## src/rtl/fecenc_pkg.sv

```systemverilog
package fecenc_pkg;

    localparam int PAY_W = 64;
    localparam int WORDS = 32;
    localparam int PAR_W = 32;
    // low 32 coefficients of g(x); the x^32 term is implicit
    localparam logic [PAR_W-1:0] GEN_LOW = 32'h00A0_0805;

    typedef struct packed {
        logic             valid;
        logic             sop;
        logic             parity;
        logic             tbit;
        logic [PAY_W-1:0] data;
    } beat_t;

    // one serial division step: shift the remainder, fold in one data bit
    function automatic logic [PAR_W-1:0] div_step(
        input logic [PAR_W-1:0] r,
        input logic             b,
        input logic [PAR_W-1:0] gen
    );
        logic fb;
        fb = r[PAR_W-1] ^ b;
        return {r[PAR_W-2:0], 1'b0} ^ (fb ? gen : '0);
    endfunction

endpackage

```

## src/rtl/fecenc_divider.sv

```systemverilog
module fecenc_divider
    import fecenc_pkg::*;
#(
    parameter int               P_PAY = PAY_W,
    parameter int               P_PAR = PAR_W,
    parameter logic [P_PAR-1:0] P_GEN = GEN_LOW
) (
    input  logic [P_PAR-1:0] rem_in,
    input  logic             tbit,
    input  logic [P_PAY-1:0] payload,
    output logic [P_PAR-1:0] rem_out
);
    localparam int STEPS = P_PAY + 1;

    // bit 0 enters first: transcode bit, then payload LSB upward
    logic [STEPS-1:0] bits_in;
    assign bits_in = {payload, tbit};

    for (genvar i = 0; i < STEPS; i++) begin : g_step
        logic [P_PAR-1:0] prev;
        logic [P_PAR-1:0] r;
        if (i == 0) begin : g_first
            assign prev = rem_in;
        end else begin : g_next
            assign prev = g_step[i-1].r;
        end
        assign r = div_step(prev, bits_in[i], P_GEN);
    end

    assign rem_out = g_step[STEPS-1].r;
endmodule

```

## src/rtl/fecenc_seq.sv

```systemverilog
module fecenc_seq #(
    parameter int P_WORDS = 32
) (
    input  logic clk,
    input  logic rst,
    input  logic accept,
    output logic first,
    output logic last,
    output logic par_pending
);
    localparam int CW = $clog2(P_WORDS);
    localparam logic [CW-1:0] LAST_IDX = CW'(P_WORDS - 1);

    logic [CW-1:0] cnt;

    assign first = (cnt == '0);
    assign last  = (cnt == LAST_IDX);

    always_ff @(posedge clk) begin
        if (rst) begin
            cnt         <= '0;
            par_pending <= 1'b0;
        end else begin
            if (accept) begin
                cnt <= last ? '0 : cnt + 1'b1;
            end
            par_pending <= accept && last;
        end
    end
endmodule

```

## src/rtl/fecenc_top.sv

```systemverilog
module fecenc_top
    import fecenc_pkg::*;
#(
    parameter int               P_PAY   = PAY_W,
    parameter int               P_WORDS = WORDS,
    parameter int               P_PAR   = PAR_W,
    parameter logic [P_PAR-1:0] P_GEN   = GEN_LOW
) (
    input  logic             clk,
    input  logic             rst,
    input  logic             in_valid,
    output logic             in_ready,
    input  logic             in_tbit,
    input  logic [P_PAY-1:0] in_payload,
    output logic             out_valid,
    output logic             out_sop,
    output logic             out_parity,
    output logic             out_tbit,
    output logic [P_PAY-1:0] out_data
);
    localparam int PAD = P_PAY - P_PAR;

    logic             accept, first, last, par_pending;
    logic [P_PAR-1:0] rem_q, rem_start, rem_next;
    beat_t            beat_q;

    assign in_ready = !par_pending;
    assign accept   = in_valid && in_ready;

    fecenc_seq #(.P_WORDS(P_WORDS)) u_seq (
        .clk         (clk),
        .rst         (rst),
        .accept      (accept),
        .first       (first),
        .last        (last),
        .par_pending (par_pending)
    );

    // clear the division at the start of every codeword
    assign rem_start = first ? '0 : rem_q;

    fecenc_divider #(.P_PAY(P_PAY), .P_PAR(P_PAR), .P_GEN(P_GEN)) u_div (
        .rem_in  (rem_start),
        .tbit    (in_tbit),
        .payload (in_payload),
        .rem_out (rem_next)
    );

    always_ff @(posedge clk) begin
        if (rst) begin
            rem_q  <= '0;
            beat_q <= '0;
        end else begin
            if (accept) begin
                rem_q <= rem_next;
            end
            if (par_pending) begin
                beat_q <= '{valid: 1'b1, sop: 1'b0, parity: 1'b1, tbit: 1'b0,
                            data: {{PAD{1'b0}}, rem_q}};
            end else if (accept) begin
                beat_q <= '{valid: 1'b1, sop: first, parity: 1'b0, tbit: in_tbit,
                            data: in_payload};
            end else begin
                beat_q <= '0;
            end
        end
    end

    assign out_valid  = beat_q.valid;
    assign out_sop    = beat_q.sop;
    assign out_parity = beat_q.parity;
    assign out_tbit   = beat_q.tbit;
    assign out_data   = beat_q.data;

    initial begin
        assert (P_PAY > P_PAR) else $error("payload must be wider than parity");
    end
endmodule

```

## config.mk

```make
export PLATFORM = sky130hd
export DESIGN_NAME = fecenc_top
export DESIGN_NICKNAME = d
export VERILOG_FILES = /design/src/rtl/fecenc_pkg.sv /design/src/rtl/fecenc_divider.sv /design/src/rtl/fecenc_seq.sv /design/src/rtl/fecenc_top.sv
export SDC_FILE = /design/constraint.sdc
export NUM_CORES = 1
export LEC_CHECK = 0
export ABC_AREA = 1
export BUFFER_PORTS_ARGS = -buffer_cell sky130_fd_sc_hd__buf_4
export CORE_AREA = 2 2 109 122
export CTS_CLUSTER_DIAMETER = 50
export DETAILED_ROUTE_END_ITERATION = 8
export DIE_AREA = 0 0 111 124
export PLACE_DENSITY = 0.83
export SYNTH_ARGS = -nofsm -noshare
export SYNTH_HDL_FRONTEND = slang
export SYNTH_SLANG_ARGS = --single-unit
```

## constraint.sdc

```tcl
create_clock -name clk -period 10.1 [get_ports clk]
set_input_delay 0.505 -clock clk [delete_from_list [all_inputs] [get_ports clk]]
set_output_delay 0.505 -clock clk [all_outputs]
set_load 0.005 [all_outputs]
```

==> key figures, run 1 <==
Critical path
  – Critical path peak fanout: 49
  – WP data arrival: 4890 ps
  – Worst path depth: 34
  – Crit path required time: 10360 ps
  – CP top delay family: simple AND/OR/NAND/NOR gates
  – Capture point of the critical path: rem_q[23]
  – Crit end category: flop
  – FF-to-FF path depth: 34
  – WS Path Type: reg -> reg
  – FF-to-FF setup slack: 5470 ps
  – Most used cell, CP: nand2_1
  – RR Endpoint: rem_q[23]
  – Reg-to-Reg Start: u_seq.cnt[0]
  – CP Launch Point: u_seq.cnt[0]
  – Startpoint Class: flop
  – Worst path max stage delay: 480 ps
  – WP buf/inv: 3
  – Critical path's slowest cell: nand2_4

Timing
  – Crit share post-route: 0.4581
  – Fmax: 0.2161 GHz
  – Final Setup Violations: 0
  – RSZ-0062 raised after global routing: false
  – Max-slew violation count: 0
  – Hold WS: 382.3 ps
  – Period minus WS final: 4627 ps
  – Hold Fails Final Rpt: 0
  – Relative slew margins: 0.3669
  – Worst Tran Pin Value: 948.6 ps
  – Worst Skew: 8.724 ps
  – Setup TNS: 0 ps

Clocking
  – Sink Count: 106
  – Clock Pin Slew Worst Setup and Hold Paths: 70 ps
  – Max clock buf depth: 2
  – TritonCTS Buffers: 9
  – CTS root buffer: clkbuf_16
  – CTS tree: done
  – CTS resizes: 0
  – Skew-Pair Late Insertion Delay: 360 ps
  – Postcts setup bufs: 0
  – Post-cts hold buffer count: 0
  – H-tree Lvls: 3

Cells and area
  – Diodes inserted: 0
  – Fillers: 1140
  – Finished Core Util: 0.6739
  – Layout cells sized above 1: 0.1803
  – Finished Cell Area: 0.008376 mm2
  – Layout Nets: 1267
  – Synth-to-layout area growth: 19.45%

Run
  – # Max-Cap Violations: 0

Global routing
  – GRT met2 Usage: 0.4885
  – Met3 usage: 0.03017
  – Most used routing layer: met2
  – Vias in the first global route: 6267
  – Initial antenna violation count: 0
  – Total GRT Usage: 0.2926
  – Met1 usage: 0.3859
  – Total gr overflow: 0
  – Largest net degree at the start of global routing: 50
  – First-pass GRT wire length: 31340 um

Placed design
  – DP Area: 0.008108 mm2
  – Routability cong.: 0.9878
  – Port Buffers: 136
  – DP Wirelength: 16110 um

Route
  – Pre-antenna DRT Iters: 5
  – Post-DRT Antenna Nets: 0
  – Wire per inst: 15.19 um
  – DR DRC count: 0
  – Vias per std cell: 5.208
  – Initial detailed-routing violation count: 758
  – DR vias: 7057
  – Wirelength, routed: 20590 um

Logic synthesis
  – Synth Instances: 1072
  – Adder-cell area share of the yosys netlist: 0.005353
  – Post-synthesis compound-gate area fraction: 0.07673
  – Main combinational cell family by area after synthesis: simple AND/OR/NAND/NOR gates
  – Synth Net Count: 1143
  – Yosys warns: 0
  – Synth Register Bits: 106
  – Mux cell area share after synthesis: 0
  – Synth Area in Simple Gates: 0.3446
  – Post-Syn Area per Cell: 6.541 um2
  – Post-synth cell types: 36
  – Mapped cell area: 0.007012 mm2
  – Xor/xnor cell area share of the yosys netlist: 0.1440
  – Post-synthesis sequential area ratio: 0.3026

Floorplan
  – Top-level I/O count: 137
  – # rows: 43
  – Core area: 0.01243 mm2
  – Die width: 111 um
  – Die Footprint: 0.01376 mm2
  – Die Ht: 124 um
  – Initial Util: 0.5642

Min path
  – HP Class: in -> reg

Pwr
  – Pwr/cell area: 395.1 mW/mm2
  – Maximum vdd drop: 0.0002581 V
  – Leakage: 4.715 nW

Status
  – Outcome: completed
[state kept, by name (all words and copies together), names as in the netlist]
signal / cells
rem_q: 32
u_seq.cnt: 5
out_sop: 1
out_valid: 1
u_seq.par_pending: 1
out_data: 64
out_tbit: 1
out_parity: 1
[per-layer routing]
metal,up-vias,part of all wire
met1,3175,0.42
met5,-,0
met3,44,0.083
met4,0,0.036
met2,308,0.46
li1,3530,-
[layout by cell type (no fill, tap or decap), types with 4 or more instances in the layout]
cell / synthesis / layout
xor2_2: 13 / 13
nand3_1: 132 / 132
o22ai_1: 23 / 23
o21ai_0: 51 / 51
xor2_4: 4 / 4
buf_4: 0 / 138
nor2_1: 48 / 47
nand2_2: 17 / 18
xor2_1: 59 / 59
dfxtp_1: 106 / 106
clkbuf_16: 0 / 9
a21oi_1: 17 / 17
inv_2: 8 / 8
nand2_4: 9 / 9
inv_1: 191 / 191
nand2_1: 319 / 318
nand3b_1: 7 / 7
xnor2_1: 14 / 14
[where the power goes]
| part | switching [mW] | internal, mW | leakage, nW |
|---|---|---|---|
| clock network | 0.154 | 0.177 | 0.126 |
| registers | 0.0402 | 0.477 | 0.874 |
| logic | 1.64 | 0.822 | 3.71 |
[Yosys cell counts, drive strengths merged]
cell      n  area (um2)
nor4      1       6.260
clkbuf   19       71.32
ha        3       37.54
a21oi    17       85.08
nand2   346        1425
inv     199       747.0
a21o      1       7.510
a32o      1       10.01
xor2     76       838.3
o211ai    1       7.510
o22ai    23       143.9
dfxtp   106        2122
nand3b    7       52.55
nand3   134       680.7
o21a      1       7.510
xnor2    17       171.4
buf       6       70.06
nand4     3       18.77
or2       6       40.04
nor2     50       192.7
o21ai    54       270.3
a31oi     1       6.260
[area by class of cell]
class	instances	area, um2	share of cell area
timing repair buffer	138	1036	0.1237
sequential	106	2122	0.2534
clock buffer	11	252.7	0.03018
multi-input combinational	742	4006	0.4783
inverter	199	747.0	0.08918
tap	157	196.4	0.02345
clock inverter	2	15.01	0.001793
[through the flow]
step           worst slack, ps  std cells  power, mW
2_1_floorplan             6815       1072      2.385
3_3_place_gp              5721       1342      2.872
3_5_place_dp              5634       1342      2.905
4_1_cts                   5608       1355      3.261
5_1_grt                   5116       1355      3.599
6_report                  5473       1355      3.309
[worst reg2reg max path: cells and delay by family (launching register included)]
family	cells	cell delay (ps)
fa+ha+maj	1	200
simple gates	30	3780
buf+inv	3	180
flops	1	360
[how the worst min path moves through the flow]
| stage | slack, ps | end | cells past startpoint | startpoint |
|---|---|---|---|---|
| finish | 380 | out_data[51] | 3 | in_payload[51] |
| global route | 380 | out_data[48] | 3 | in_payload[48] |
| CTS | 370 | out_data[51] | 3 | in_payload[51] |
| detailed placement | 490 | u_seq.cnt[0] | 2 | u_seq.cnt[0] |
| global placement | 470 | u_seq.cnt[0] | 2 | u_seq.cnt[0] |
| floorplan | 440 | out_data[15] | 2 | rem_q[15] |
[kinds of logic (layout without fill, tap and decap cells)]
| group | Yosys count | after routing |
|---|---|---|
| flops | 106 | 106 |
| fa+ha+maj | 3 | 3 |
| xor+xnor | 93 | 93 |
| buf+inv | 224 | 350 |
| simple gates | 547 | 547 |
| compound gates | 99 | 99 |
No activity file was read; power rests on OpenSTA's default activity.
==> run 2: changes to the inputs <==
Settings changed: CORE_AREA 2 2 109 122 to 2 2 110 123, DIE_AREA 0 0 111 124 to 0 0 112 125, PLACE_DENSITY 0.83 to 0.82.
Clock period 10.1 ns to 4.8 ns, I/O delays scaled along.
==> run 2 against run 1 <==
  * Worst setup slack got worse by 4900 ps
  * Routed wire length rose by 0.86%
  * Clock power rose by 110%
  * Sequential power rose by 110%
  * Critical endpoint is now rem_q[29]
  * Count of clock-buffer cells in the layout down 1
  * First-iteration DRC count fell by 21%
  * Register-to-register slack lost 4900 ps
  * Largest cell class unchanged
  * Clock skew shrank 0.66 ps
  * Hold slack got worse by 270 ps
==> key figures, run 2 (synthesis results as in run 1) <==
Pwr
  – Maximum vdd drop: 0.0005932 V
  – Total Power: 6.995 mW
  – Leakage: 4.741 nW
  – Pwr/cell area: 831.1 mW/mm2

Status
  – Outcome: completed

Run
  – # Max-Cap Violations: 0

Critical path
  – WS Path Type: reg -> reg
  – WP data arrival: 4450 ps
  – Critical path peak fanout: 25
  – WP buf/inv: 6
  – FF-to-FF setup slack: 620 ps
  – CP top delay family: simple AND/OR/NAND/NOR gates
  – Worst path max stage delay: 350 ps
  – Crit path required time: 5060 ps
  – Critical path's slowest cell: dfxtp_1
  – Crit end category: flop
  – Most used cell, CP: nand2_1
  – Startpoint Class: flop

Floorplan
  – Top-level I/O count: 137
  – # rows: 44
  – Die Footprint: 0.01400 mm2
  – Die width: 112 um
  – Core area: 0.01288 mm2
  – Die Ht: 125 um
  – Initial Util: 0.5443

Clocking
  – Post-cts hold buffer count: 0
  – CTS resizes: 0
  – H-tree Lvls: 3
  – Postcts setup bufs: 0
  – TritonCTS Buffers: 9
  – Skew-Pair Late Insertion Delay: 360 ps
  – Sink Count: 106
  – CTS tree: done
  – Max clock buf depth: 2
  – Clock Pin Slew Worst Setup and Hold Paths: 70 ps
  – CTS root buffer: clkbuf_16

Global routing
  – Total GRT Usage: 0.2940
  – Total gr overflow: 0
  – Largest net degree at the start of global routing: 50
  – Vias in the first global route: 6370
  – First-pass GRT wire length: 32260 um
  – Initial antenna violation count: 0

Cells and area
  – Layout cells sized above 1: 0.1836
  – Most frequent cells in the layout: nand2_1 (318), inv_1 (191), buf_4 (141), nand3_1 (132), dfxtp_1 (106)
  – Diodes inserted: 0
  – Finished Core Util: 0.6533
  – Layout Nets: 1271
  – Max FFs per register: 64
  – Finished Cell Area: 0.008416 mm2
  – Commonest non-fill, non-tap cell in the layout: nand2_1
  – Cell Count, Final, Fillers Out: 1365
  – Synth-to-layout area growth: 20.02%

Timing
  – RSZ-0062 raised after global routing: false
  – Hold Fails Final Rpt: 0
  – Final Setup Violations: 0
  – Worst Skew: 8.068 ps
  – Setup TNS: 0 ps
  – Hold WS: 111.6 ps
  – Crit share post-route: 0.8715
  – Relative slew margins: 0.3532
  – Final WS setup: 616.7 ps
  – Worst Tran Pin Value: 969.1 ps
  – Fmax: 0.2390 GHz
  – Max-slew violation count: 0
  – Period minus WS final: 4183 ps

Route
  – DR DRC count: 0
  – Post-DRT Antenna Nets: 0
  – Wirelength, routed: 20760 um
  – Wire per inst: 15.21 um
  – Vias per std cell: 5.176
  – DR vias: 7065
  – Initial detailed-routing violation count: 600
  – Pre-antenna DRT Iters: 5

Placed design
  – Port Buffers: 136
  – DP Wirelength: 16420 um
  – Pre-CTS WS: 664.6 ps
  – DP Area: 0.008155 mm2
  – Routability cong.: 0.9847
  – Placed Cells: 1350

Min path
  – HP Class: in -> reg
-- run 2: where the power goes --
group / leakage, nW / internal, mW / switching, mW
clock network: 0.128 / 0.348 / 0.334
logic: 3.74 / 1.74 / 3.48
registers: 0.874 / 1.00 / 0.0836
-- run 2: worst paths after layout --
path / from / end / cells past startpoint
setup / recovery: u_seq.cnt[0] / rem_q[29] / 32
hold reg to reg: u_seq.cnt[0] / u_seq.cnt[0] / 2
setup reg to reg: u_seq.cnt[0] / rem_q[29] / 32
hold / removal: in_payload[38] / out_data[38] / 3
-- run 2: worst reg2reg max path: cells and delay by family (launching register included) --
family / cells / cell delay, ps
XOR/XNOR: 3 / 640
adder cells (fa/ha/maj): 1 / 190
buffers and inverters: 6 / 560
flip-flops: 1 / 350
AND/OR/NAND/NOR: 22 / 2350
-- run 2: metal layers --
layer | vias up | GRT usage | routed length [um]
met5 | - | 0 | 0
met4 | 0 | 0.1040 | 542
met3 | 35 | 0.05526 | 1846
met2 | 309 | 0.4856 | 9775
met1 | 3189 | 0.3869 | 8598
li1 | 3532 | - | -
-- run 2: cell type report --
class | instances | area [um2]
fill | 1215 | 4467
multi-input combinational | 742 | 4006
sequential | 106 | 2122
timing repair buffer | 142 | 1079
inverter | 199 | 747.0
clock buffer | 10 | 229.0
tap | 161 | 201.4
clock inverter | 5 | 31.28
